$ cat src/rtl/spwm3_pkg.sv
// spwm3_pkg: shared helpers for the polarity-corrected modulator.
// Assumes table depth is a power of two with at least 4 entries.
package spwm3_pkg;

    // Parabolic half-wave approximation of a sine, peak 127, negated in the second half.
    function automatic logic signed [7:0] sine_at(input int unsigned idx, input int unsigned tw);
        int unsigned half;
        int unsigned x;
        int unsigned mag;
        logic signed [7:0] m8;
        half = 1 << (tw - 1);
        x    = idx % half;
        mag  = (x * (half - x) * 127) / ((half * half) / 4);
        m8   = 8'(mag);
        return (idx >= half) ? -m8 : m8;
    endfunction

endpackage

$ cat src/rtl/spwm3_sync.sv
// spwm3_sync: two-flop synchronizer for the asynchronous supply-polarity flag.
// Assumes the flag stays stable for at least two clocks between edges.
module spwm3_sync (
    input  logic clk,
    input  logic rst_n,
    input  logic d_in,
    output logic q_out
);
    logic s1;

    // Shift the flag through two stages into the clock domain.
    always_ff @(posedge clk) begin
        if (!rst_n) begin
            s1    <= 1'b0;
            q_out <= 1'b0;
        end else begin
            s1    <= d_in;
            q_out <= s1;
        end
    end
endmodule

$ cat src/rtl/spwm3_carrier.sv
// spwm3_carrier: symmetric up/down triangular carrier with a shadow copy of
// all run-time settings, taken only at the valley (count 0).
// Assumes period inputs below 2 are meaningless and clamps them to 2.
module spwm3_carrier #(
    parameter int CW = 8,
    parameter int AW = 8,
    parameter int PW = 16,
    parameter int BW = 4
) (
    input  logic          clk,
    input  logic          rst_n,
    input  logic [CW-1:0] per_in,
    input  logic [AW-1:0] amp_in,
    input  logic [PW-1:0] step_in,
    input  logic [BW-1:0] blank_in,
    output logic [CW-1:0] cnt,
    output logic          valley,
    output logic [CW-1:0] per_q,
    output logic [AW-1:0] amp_q,
    output logic [PW-1:0] step_q,
    output logic [BW-1:0] blank_q
);
    localparam logic [CW-1:0] PER_MIN = CW'(2);

    logic up;

    // Valley marks the start of a carrier period.
    always_comb valley = (cnt == '0);

    // Advance the triangle and refresh the shadow settings at the valley.
    always_ff @(posedge clk) begin
        if (!rst_n) begin
            cnt     <= '0;
            up      <= 1'b1;
            per_q   <= PER_MIN;
            amp_q   <= '0;
            step_q  <= '0;
            blank_q <= '0;
        end else if (valley) begin
            cnt     <= CW'(1);
            up      <= 1'b1;
            per_q   <= (per_in < PER_MIN) ? PER_MIN : per_in;
            amp_q   <= amp_in;
            step_q  <= step_in;
            blank_q <= blank_in;
        end else if (up) begin
            if (cnt == per_q) begin
                up  <= 1'b0;
                cnt <= cnt - CW'(1);
            end else begin
                cnt <= cnt + CW'(1);
            end
        end else begin
            cnt <= cnt - CW'(1);
        end
    end
endmodule

$ cat src/rtl/spwm3_leg.sv
// spwm3_leg: one output leg. Looks up the sine table, compares the scaled
// reference with the carrier, applies the polarity XOR and drives a
// complementary pair with a blanking gap on every state change.
// Assumes run stays low until the first full carrier period has elapsed.
module spwm3_leg #(
    parameter int CW = 8,
    parameter int AW = 8,
    parameter int TW = 6,
    parameter int BW = 4
) (
    input  logic          clk,
    input  logic          rst_n,
    input  logic          run,
    input  logic [TW-1:0] idx,
    input  logic [CW-1:0] cnt,
    input  logic [CW-1:0] per_q,
    input  logic [AW-1:0] amp_q,
    input  logic          pol,
    input  logic [BW-1:0] blank_q,
    output logic [1:0]    gate
);
    localparam int DEPTH = 1 << TW;
    localparam int MW    = 8 + (AW + 1) + (CW + 1) + 1;
    localparam int SH    = AW + 8;

    logic signed [7:0]    rom [DEPTH];
    logic signed [MW-1:0] prod;
    logic signed [MW-1:0] lvl;
    logic signed [MW-1:0] cnt_s;
    logic                 pwm;
    logic                 target;
    logic                 cur;
    logic [BW-1:0]        blk;
    logic                 on;

    // Constant sine table computed at elaboration.
    for (genvar i = 0; i < DEPTH; i++) begin : g_rom
        assign rom[i] = spwm3_pkg::sine_at(i, TW);
    end

    // Scale the reference around mid-carrier and compare with the count.
    always_comb begin
        prod   = MW'(rom[idx]) * MW'(signed'({1'b0, amp_q})) * MW'(signed'({1'b0, per_q}));
        lvl    = MW'(signed'({1'b0, per_q >> 1})) + (prod >>> SH);
        cnt_s  = MW'(signed'({1'b0, cnt}));
        pwm    = (cnt_s < lvl);
        target = pwm ^ pol;
    end

    // Track the applied state, inserting a blanking gap before each change.
    always_ff @(posedge clk) begin
        if (!rst_n) begin
            cur <= 1'b0;
            blk <= '0;
        end else if (!run) begin
            cur <= target;
            blk <= '0;
        end else if (blk != '0) begin
            blk <= blk - BW'(1);
            if (blk == BW'(1)) cur <= target;
        end else if (target != cur) begin
            if (blank_q == '0) cur <= target;
            else               blk <= blank_q;
        end
    end

    // Drive the complementary pair; both off while blanking or not running.
    always_comb begin
        on   = run && (blk == '0);
        gate = {on & ~cur, on & cur};
    end
endmodule

$ cat src/rtl/spwm3_polarity_mod.sv
// spwm3_polarity_mod: three-phase sine-triangle modulator whose gate pattern
// is inverted while the supply square wave is negative. Holds all gates off
// through reset and the first carrier period.
// Assumes neg_pol_in is asynchronous and slow compared with clk.
module spwm3_polarity_mod #(
    parameter int CW = 8,
    parameter int AW = 8,
    parameter int PW = 16,
    parameter int TW = 6,
    parameter int BW = 4
) (
    input  logic          clk,
    input  logic          rst_n,
    input  logic [CW-1:0] car_period_in,
    input  logic [AW-1:0] ref_amp_in,
    input  logic [PW-1:0] ref_step_in,
    input  logic [BW-1:0] blank_in,
    input  logic          neg_pol_in,
    output logic [5:0]    gate_o
);
    localparam longint FULL = longint'(1) << PW;

    logic [CW-1:0] cnt_w;
    logic          valley_w;
    logic [CW-1:0] per_w;
    logic [AW-1:0] amp_w;
    logic [PW-1:0] step_w;
    logic [BW-1:0] blank_w;
    logic          pol_w;
    logic [PW-1:0] ph;
    logic          seen;
    logic          run;

    spwm3_sync u_sync (
        .clk   (clk),
        .rst_n (rst_n),
        .d_in  (neg_pol_in),
        .q_out (pol_w)
    );

    spwm3_carrier #(.CW(CW), .AW(AW), .PW(PW), .BW(BW)) u_car (
        .clk      (clk),
        .rst_n    (rst_n),
        .per_in   (car_period_in),
        .amp_in   (ref_amp_in),
        .step_in  (ref_step_in),
        .blank_in (blank_in),
        .cnt      (cnt_w),
        .valley   (valley_w),
        .per_q    (per_w),
        .amp_q    (amp_w),
        .step_q   (step_w),
        .blank_q  (blank_w)
    );

    // Phase accumulator shared by all three legs.
    always_ff @(posedge clk) begin
        if (!rst_n) ph <= '0;
        else        ph <= ph + step_w;
    end

    // Enable gates once a full carrier period has passed after reset.
    always_ff @(posedge clk) begin
        if (!rst_n) begin
            seen <= 1'b0;
            run  <= 1'b0;
        end else if (valley_w) begin
            seen <= 1'b1;
            if (seen) run <= 1'b1;
        end
    end

    for (genvar k = 0; k < 3; k++) begin : g_leg
        localparam logic [PW-1:0] OFS = PW'((longint'(k) * FULL) / 3);
        logic [PW-1:0] sum;
        assign sum = ph + OFS;

        spwm3_leg #(.CW(CW), .AW(AW), .TW(TW), .BW(BW)) u_leg (
            .clk     (clk),
            .rst_n   (rst_n),
            .run     (run),
            .idx     (sum[PW-1 -: TW]),
            .cnt     (cnt_w),
            .per_q   (per_w),
            .amp_q   (amp_w),
            .pol     (pol_w),
            .blank_q (blank_w),
            .gate    (gate_o[2*k+1 : 2*k])
        );
    end
endmodule

$ cat config.mk
export PLATFORM = sky130hd
export DESIGN_NAME = spwm3_polarity_mod
export DESIGN_NICKNAME = d
export VERILOG_FILES = /design/src/rtl/spwm3_pkg.sv /design/src/rtl/spwm3_sync.sv /design/src/rtl/spwm3_carrier.sv /design/src/rtl/spwm3_leg.sv /design/src/rtl/spwm3_polarity_mod.sv
export SDC_FILE = /design/constraint.sdc
export NUM_CORES = 2
export LEC_CHECK = 0
export ABC_AREA = 1
export ABC_CLOCK_PERIOD_IN_PS = 18070
export BUFFER_PORTS_ARGS = -buffer_cell sky130_fd_sc_hd__clkbuf_2
export CORE_UTILIZATION = 67
export CTS_CLUSTER_SIZE = 28
export DETAILED_ROUTE_END_ITERATION = 7
export PLACE_DENSITY = 0.85
export SYNTH_ARGS = -nofsm -noshare
export SYNTH_HDL_FRONTEND = slang
export SYNTH_HIERARCHICAL = 1
export SYNTH_SLANG_ARGS = --single-unit
$ cat constraint.sdc
create_clock -name clk -period 18.07 [get_ports clk]
set_clock_uncertainty 0.1 [all_clocks]
set_input_delay 1.807 -clock clk [delete_from_list [all_inputs] [get_ports clk]]
set_output_delay 1.807 -clock clk [all_outputs]
set_load 0.01 [all_outputs]
== Word-level counts from Yosys, hierarchy flattened ==
Memory sizes are Yosys's and may differ from the RTL's.
Index checks and enable logic that the tools add are counted.

* Bits in registers: 80
* ROM bits: 1536
* Input bits: 39
* Output and inout bits: 6
* Logic and storage cells: 137
* Memories: 3

{| class="wikitable"
|+ Memory list
! name !! depth !! width !! read ports !! clocked after Yosys merged registers in !! wr ports !! line !! text
|-
| (no name shown) || 64 || 8 || 1 || 0 || 0 || spwm3_leg.sv:43 || <nowiki>prod = MW'(rom[idx]) * MW'(signed'({1'b0, amp_q})) * MW'(signed'({1'b0, per_q}));</nowiki>
|-
| (no name shown) || 64 || 8 || 1 || 0 || 0 || spwm3_leg.sv:43 ||
|-
| (no name shown) || 64 || 8 || 1 || 0 || 0 || spwm3_leg.sv:43 ||
|}

* Add/sub/neg operators: 11
* Multipliers: 6
* Order comparisons: 7
* Equal/unequal tests: 19
* Multiplexer cells: 34
* Bitwise operators: 16
* Reduce and logical (&&, ||, !) cells: 23

{| class="wikitable"
|+ Operator list
! cell !! count
|-
| $lt 9x27->1 || 3
|-
| $mul 17x9->26 || 3
|-
| $mux 8 || 9
|-
| $mul 8x9->17 || 3
|-
| $add 8x11->12 || 3
|-
| $mux 4 || 7
|-
| $ge 7x7->1 const B || 3
|-
| $not 6->7 || 3
|-
| $mux 1 || 18
|-
| $ne 3x1->1 const B || 6
|-
| $add 16x15->16 const B || 1
|-
| $add 16x16->16 || 1
|-
| $add 16x16->16 const B || 1
|-
| $logic_not 4->1 || 4
|-
| $eq 4x1->1 const B || 3
|-
| $reduce_bool 4->1 || 3
|-
| $sub 4x1->4 const B || 3
|-
| $reduce_and 2->1 || 5
|-
| $ne 3x3->1 const B || 3
|-
| $reduce_and 3->1 || 3
|-
| $add 8x1->8 const B || 1
|-
| $eq 8x8->1 || 1
|-
| $logic_not 8->1 || 1
|-
| $lt 8x2->1 const B || 1
|-
| other kinds (9) || 27
|}

== Depth between registers and ports, before layout ==
* Depth in word-level cells: 14
* Gate-level depth with buffers: 85
* Mapped depth without buffers: 85

== By module ==
The synthesis kept the hierarchy.

{| class="wikitable"
|+ Modules (own cells, without submodules)
! module !! instances !! cells an instance !! area an instance (µm²) !! seq. area each (µm²)
|-
| spwm3_leg at g_leg[0].u_leg || 1 || 1156 || 8334.2 || 100.1
|-
| spwm3_leg at g_leg[1].u_leg || 1 || 1147 || 8298.0 || 100.1
|-
| spwm3_leg at g_leg[2].u_leg || 1 || 1147 || 8266.7 || 100.1
|-
| spwm3_carrier || 1 || 276 || 2074.5 || 900.9
|-
| spwm3_polarity_mod || 1 || 316 || 1801.7 || 360.3
|-
| spwm3_sync || 1 || 6 || 55.1 || 40.0
|}

== Worst setup path before layout ==
OpenSTA, ideal clock, no wires.

* Path type: register -> register
* Start point: register ph[9]
* End point: register g_leg[2].u_leg.blk[0]
* Library setup time: 115 ps
* Data arrival time: 12275 ps
* Required time: 17855 ps
* Path slack: 5580 ps
* Stages on the path, launching flop included: 73
* Path buffers: 0
* Period minus slack after synthesis: 12490 ps
* Path through: dfxtp_1 > inv_1 > nand2_1 > nor3_2 > nand2_1 > nand2_2 > xor2_1 > inv_1 > ha_1 > o21ai_0 > a21oi_1 > o311ai_0 > nand2_1 > inv_1 > nor2_1 > fa_1 > inv_1 > fa_1 > [37 not listed] > ha_1 > nand2_1 > o21ai_0 > a21oi_1 > o21bai_1 > xnor2_1 > ha_1 > a21oi_1 > o221ai_1 > a21o_1 > nand3_1 > nand2_1 > nand2_1 > nand2_1 > nand3_1 > nand3_2 > a21oi_1 > nor2_1

* Word-level cells in the longest chain between the ends: 13

{| class="wikitable"
|+ Ends and longest elaborated chain
! what !! line !! text
|-
| start, declared || spwm3_polarity_mod.sv:30 || <nowiki>logic [PW-1:0] ph;</nowiki>
|-
| start signal, assigned || spwm3_polarity_mod.sv:59 || <nowiki>else ph <= ph + step_w;</nowiki>
|-
| $add 16x16->16 || spwm3_polarity_mod.sv:76 || <nowiki>assign sum = ph + OFS;</nowiki>
|-
| net g_leg[2].sum[10] || spwm3_polarity_mod.sv:75 || <nowiki>logic [PW-1:0] sum;</nowiki>
|-
| $not 6->7 (implied by the code) || spwm3_leg.sv:43 ||
|-
| $mem_v2 64x8 || n/a ||
|-
| $mux 8 (implied by the code) (2 in a row) || spwm3_leg.sv:43 ||
|-
| $mul 8x9->17 || spwm3_leg.sv:43 ||
|-
| $mul 17x9->26 || spwm3_leg.sv:43 ||
|-
| $add 8x11->12 || spwm3_leg.sv:44 || <nowiki>lvl = MW'(signed'({1'b0, per_q >> 1})) + (prod >>> SH);</nowiki>
|-
| $lt 9x27->1 || spwm3_leg.sv:46 || <nowiki>pwm = (cnt_s < lvl);</nowiki>
|-
| $xor 1x1->1 || spwm3_leg.sv:47 || <nowiki>target = pwm ^ pol;</nowiki>
|-
| $ne 1x1->1 || spwm3_leg.sv:61 || <nowiki>end else if (target != cur) begin</nowiki>
|-
| $reduce_bool 2->1 (no line) || n/a ||
|-
| $reduce_and 2->1 (no line) || n/a ||
|-
| end signal, assigned || spwm3_leg.sv:59 || <nowiki>blk <= blk - BW'(1);</nowiki>
|-
| end signal, assigned || spwm3_leg.sv:63 || <nowiki>else blk <= blank_q;</nowiki>
|-
| end, declared || spwm3_leg.sv:33 || <nowiki>logic [BW-1:0] blk;</nowiki>
|}

The timed path passes the listed nets, and every way through them passes these cells. The select of a mux whose other input is x is not followed.
A chain may end at the register's enable or synchronous reset.

== Worst setup path after layout ==
* Start point: register ph[10]
* End point: register g_leg[1].u_leg.blk[0]

* Word-level cells in the longest chain between the ends: 13

{| class="wikitable"
|+ Ends and longest elaborated chain
! what !! line
|-
| $add 16x15->16 || spwm3_polarity_mod.sv:76
|-
| net g_leg[1].sum[13] || spwm3_polarity_mod.sv:75
|-
| $not 6->7 (implied by the code) || spwm3_leg.sv:43
|-
| $mem_v2 64x8 || n/a
|-
| $mux 8 (implied by the code) (2 in a row) || spwm3_leg.sv:43
|-
| $mul 8x9->17 || spwm3_leg.sv:43
|-
| $mul 17x9->26 || spwm3_leg.sv:43
|-
| $add 8x11->12 || spwm3_leg.sv:44
|-
| $lt 9x27->1 || spwm3_leg.sv:46
|-
| $xor 1x1->1 || spwm3_leg.sv:47
|-
| $ne 1x1->1 || spwm3_leg.sv:61
|-
| $reduce_bool 2->1 (no line) || n/a
|-
| $reduce_and 2->1 (no line) || n/a
|-
| end signal, assigned || spwm3_leg.sv:59
|-
| end signal, assigned || spwm3_leg.sv:63
|-
| end, declared || spwm3_leg.sv:33
|}

The timed path passes the listed nets, and every way through them passes these cells. The select of a mux whose other input is x is not followed.

==> flow_summary.ini <==
[run_status]
status = finished clean

[timing]
slew_viol_final = 0
timing.fmax_mhz = 70.1
slew_headroom = 0.245
period_share = 0.789
min_period_ns = 14.26
final-hold-violation-count = 0
whs_ns = 0.315
rsz0062_at_grt = false
tightest_slew_ns = 1.13
tns_ns = 0
setup_viol = 0

[worst_setup_path]
path_class = reg -> reg
cp_data_arrival_time_ns = 14.39
cp.required_ns = 18.20
cp_common_cell = inv_1
worst_setup_path_end_kind = flip-flop
slowest_delay_ns = 0.88
start_kind = flip-flop
crit_family = adder cells
path_max_fanout = 18
path_buf_inv = 14
crit_slowest_cell = xor2_1

[synth]
syn-num-nets = 4889
synth-seq-area-share = 0.0556
synth_largest_area_cell = fa_1
synth_area_leaders = fa_1 30%, ha_1 16%, inv_1 13%
ys_async_sr_fraction = 0
syn_area_sq_um = 28800
avgSynthCellArea_sq_um = 7.12
ys_types = 64
synth-edff-count = 0
yosysWarnings = 6
syn_inst = 4048
yosysTopAreaCellShare = 0.303
synth-seq-cells = 80
synth_flop_cell = dfxtp_1

[placement]
portBuffers = 44
globalplace.congestion = 0.951
place_hpwl_um = 58800

[cts]
post_cts_resized = 0
cts_setup_buffers = 0
cts_tree = built
cts.sinks = 80
numCtsBuffers = 9
cts_buffer_depth = 2
clock_latency_ns = 0.34
clockRootBuffer = clkbuf_16
cts_hold_buf = 0
clk_pin_slew_ns = 0.07
htree_num_levels = 3

[cells_and_area]
layout.nets = 4888
drive_above_1_share = 0.0528
syn_to_final_growth_pct = 3.34
n_antenna_cell = 0

[floorplanning]
dieArea_sq_um = 43900
initial_core_util = 0.683
die_y_um = 209
die_w_um = 209
core_sq_um = 42200
io_pins = 45
fp-row-count = 75

[global_route]
antenna_found_initial = 0
grt_util_all_layers = 0.342
grt_pass1_wl_um = 123000
grt_pass1_vias = 25900
grt_overflow = 0
grt_max_degree = 59

[route]
initialDrtViolationCount = 2056
first_pass_iters = 5
ant_nets = 0
wl_per_cell_um = 15.5
finalWirelength_um = 71000
viasPerCell = 5.52
vias = 25400
post-route-drc-count = 0

[worst_hold_path]
hold_path_class = reg -> reg

[job]
cap_violations = 0
==> worst paths after layout <==
| check | cells past startpoint | slack [ns] | start | to |
|---|---|---|---|---|
| setup / recovery | 73 | 3.81 | ph[10] | g_leg[1].u_leg/blk[0] |
| hold / removal | 2 | 0.32 | u_sync/s1 | u_sync/q_out |
| setup reg to reg | 73 | 3.81 | ph[10] | g_leg[1].u_leg/blk[0] |
| hold reg to reg | 2 | 0.32 | u_sync/s1 | u_sync/q_out |
==> state kept, by name, indices dropped and copies added (netlist names) <==
name and flops:
g_leg.u_leg/blk 12, g_leg.u_leg/cur 3, ph 16, run 1
seen 1, u_car/amp_q 8, u_car/blank_q 4, u_car/cnt 8
u_car/per_q 8, u_car/step_q 16, u_car/up 1, u_sync/q_out 1
u_sync/s1 1
==> worst min-delay path: cells and delay by family, from the launching register on <==
family	cells	cell delay, ns
buffers and inverters	1	0.03
and+or+nand+nor	1	0.05
DFF	1	0.30
==> cells in the mapped netlist (14+ instances only) <==
cell type	instances
inv_1	983
nand2_1	815
nor2_1	506
fa_1	436
ha_1	366
a21oi_1	198
nand3_1	105
o21ai_0	98
dfxtp_1	80
clkbuf_1	45
xor2_1	44
nand2_2	37
xnor2_1	36
inv_2	21
nor3_1	21
or2_2	21
a21o_1	18
o211ai_1	18
a31oi_1	16
nand4_1	16
nand3_2	14
==> cell usage in the layout, fill, tap and decap left out, types with 5 or more instances in the layout <==
| cell type | Yosys | routed |
|---|---|---|
| nor2_2 | 11 | 11 |
| dfxtp_1 | 80 | 77 |
| clkbuf_16 | 0 | 9 |
| o211ai_1 | 18 | 18 |
| o21ai_0 | 98 | 98 |
| nand3b_1 | 7 | 7 |
| nand3_1 | 105 | 105 |
| nor2_1 | 506 | 506 |
| a31oi_1 | 16 | 16 |
| inv_2 | 21 | 21 |
| o221ai_1 | 5 | 5 |
| nor4_1 | 6 | 6 |
| and2_1 | 8 | 8 |
| nand2_1 | 815 | 815 |
| a21o_1 | 18 | 18 |
| clkbuf_2 | 3 | 44 |
| xnor2_1 | 36 | 36 |
| nor3_1 | 21 | 21 |
| or2_1 | 8 | 8 |
| fa_1 | 436 | 436 |
| o21ai_1 | 7 | 7 |
| o31ai_1 | 7 | 7 |
| nand2_2 | 37 | 37 |
| xor2_1 | 44 | 44 |
| o21bai_1 | 8 | 8 |
| or2_2 | 21 | 21 |
| o311ai_0 | 8 | 8 |
| a21oi_1 | 198 | 198 |
| nand4_1 | 16 | 16 |
| buf_4 | 7 | 12 |
| nor3_2 | 12 | 12 |
| nand3_2 | 14 | 14 |
| inv_1 | 983 | 983 |
| ha_1 | 366 | 366 |
==> cells by family after synthesis <==
| family | share of synthesized area |
|---|---|
| DFF | 0.0556 |
| xor gates and xnor gates | 0.0243 |
| adders and majority gates | 0.462 |
| AOI/OAI and AO/OA | 0.0798 |
| buffers and inverters | 0.143 |
| and+or+nand+nor | 0.235 |
==> layer usage <==
layer | wire length [um] | up-vias | GRT usage | share of wire
met4 | 1970 | 0 | 0.0961 | 0.028
met5 | 0 | - | 0 | 0
met1 | 30500 | 12100 | 0.462 | 0.43
met2 | 33100 | 979 | 0.577 | 0.47
li1 | - | 12200 | - | -
met3 | 5430 | 148 | 0.0443 | 0.076
==> layout make-up <==
| cell class | count | area (sq um) |
|---|---|---|
| Inverter | 1009 | 3790 |
| Multi-Input combinational cell | 2891 | 23100 |
| Clock inverter | 6 | 72.6 |
| Clock buffer | 10 | 239 |
| Tap cell | 539 | 674 |
| Fill cell | 3494 | 12400 |
| Sequential cell | 80 | 1610 |
| Timing Repair Buffer | 56 | 310 |
==> stage by stage <==
step / utilization / setup slack (ns) / area, sq um / std cells
floorplan: - / 5.58 / 28800 / 4048
global placement: 0.698 / 4.41 / 29500 / 4575
detailed placement: 0.698 / 4.05 / 29500 / 4575
CTS: 0.706 / 3.97 / 29800 / 4591
global route: 0.706 / 2.53 / 29800 / 4591
finish: 0.706 / 3.81 / 29800 / 4591
Power is left out: the tool's default activity adds up to more than one toggle a clock period on the data nets, which glitch-free logic cannot reach.
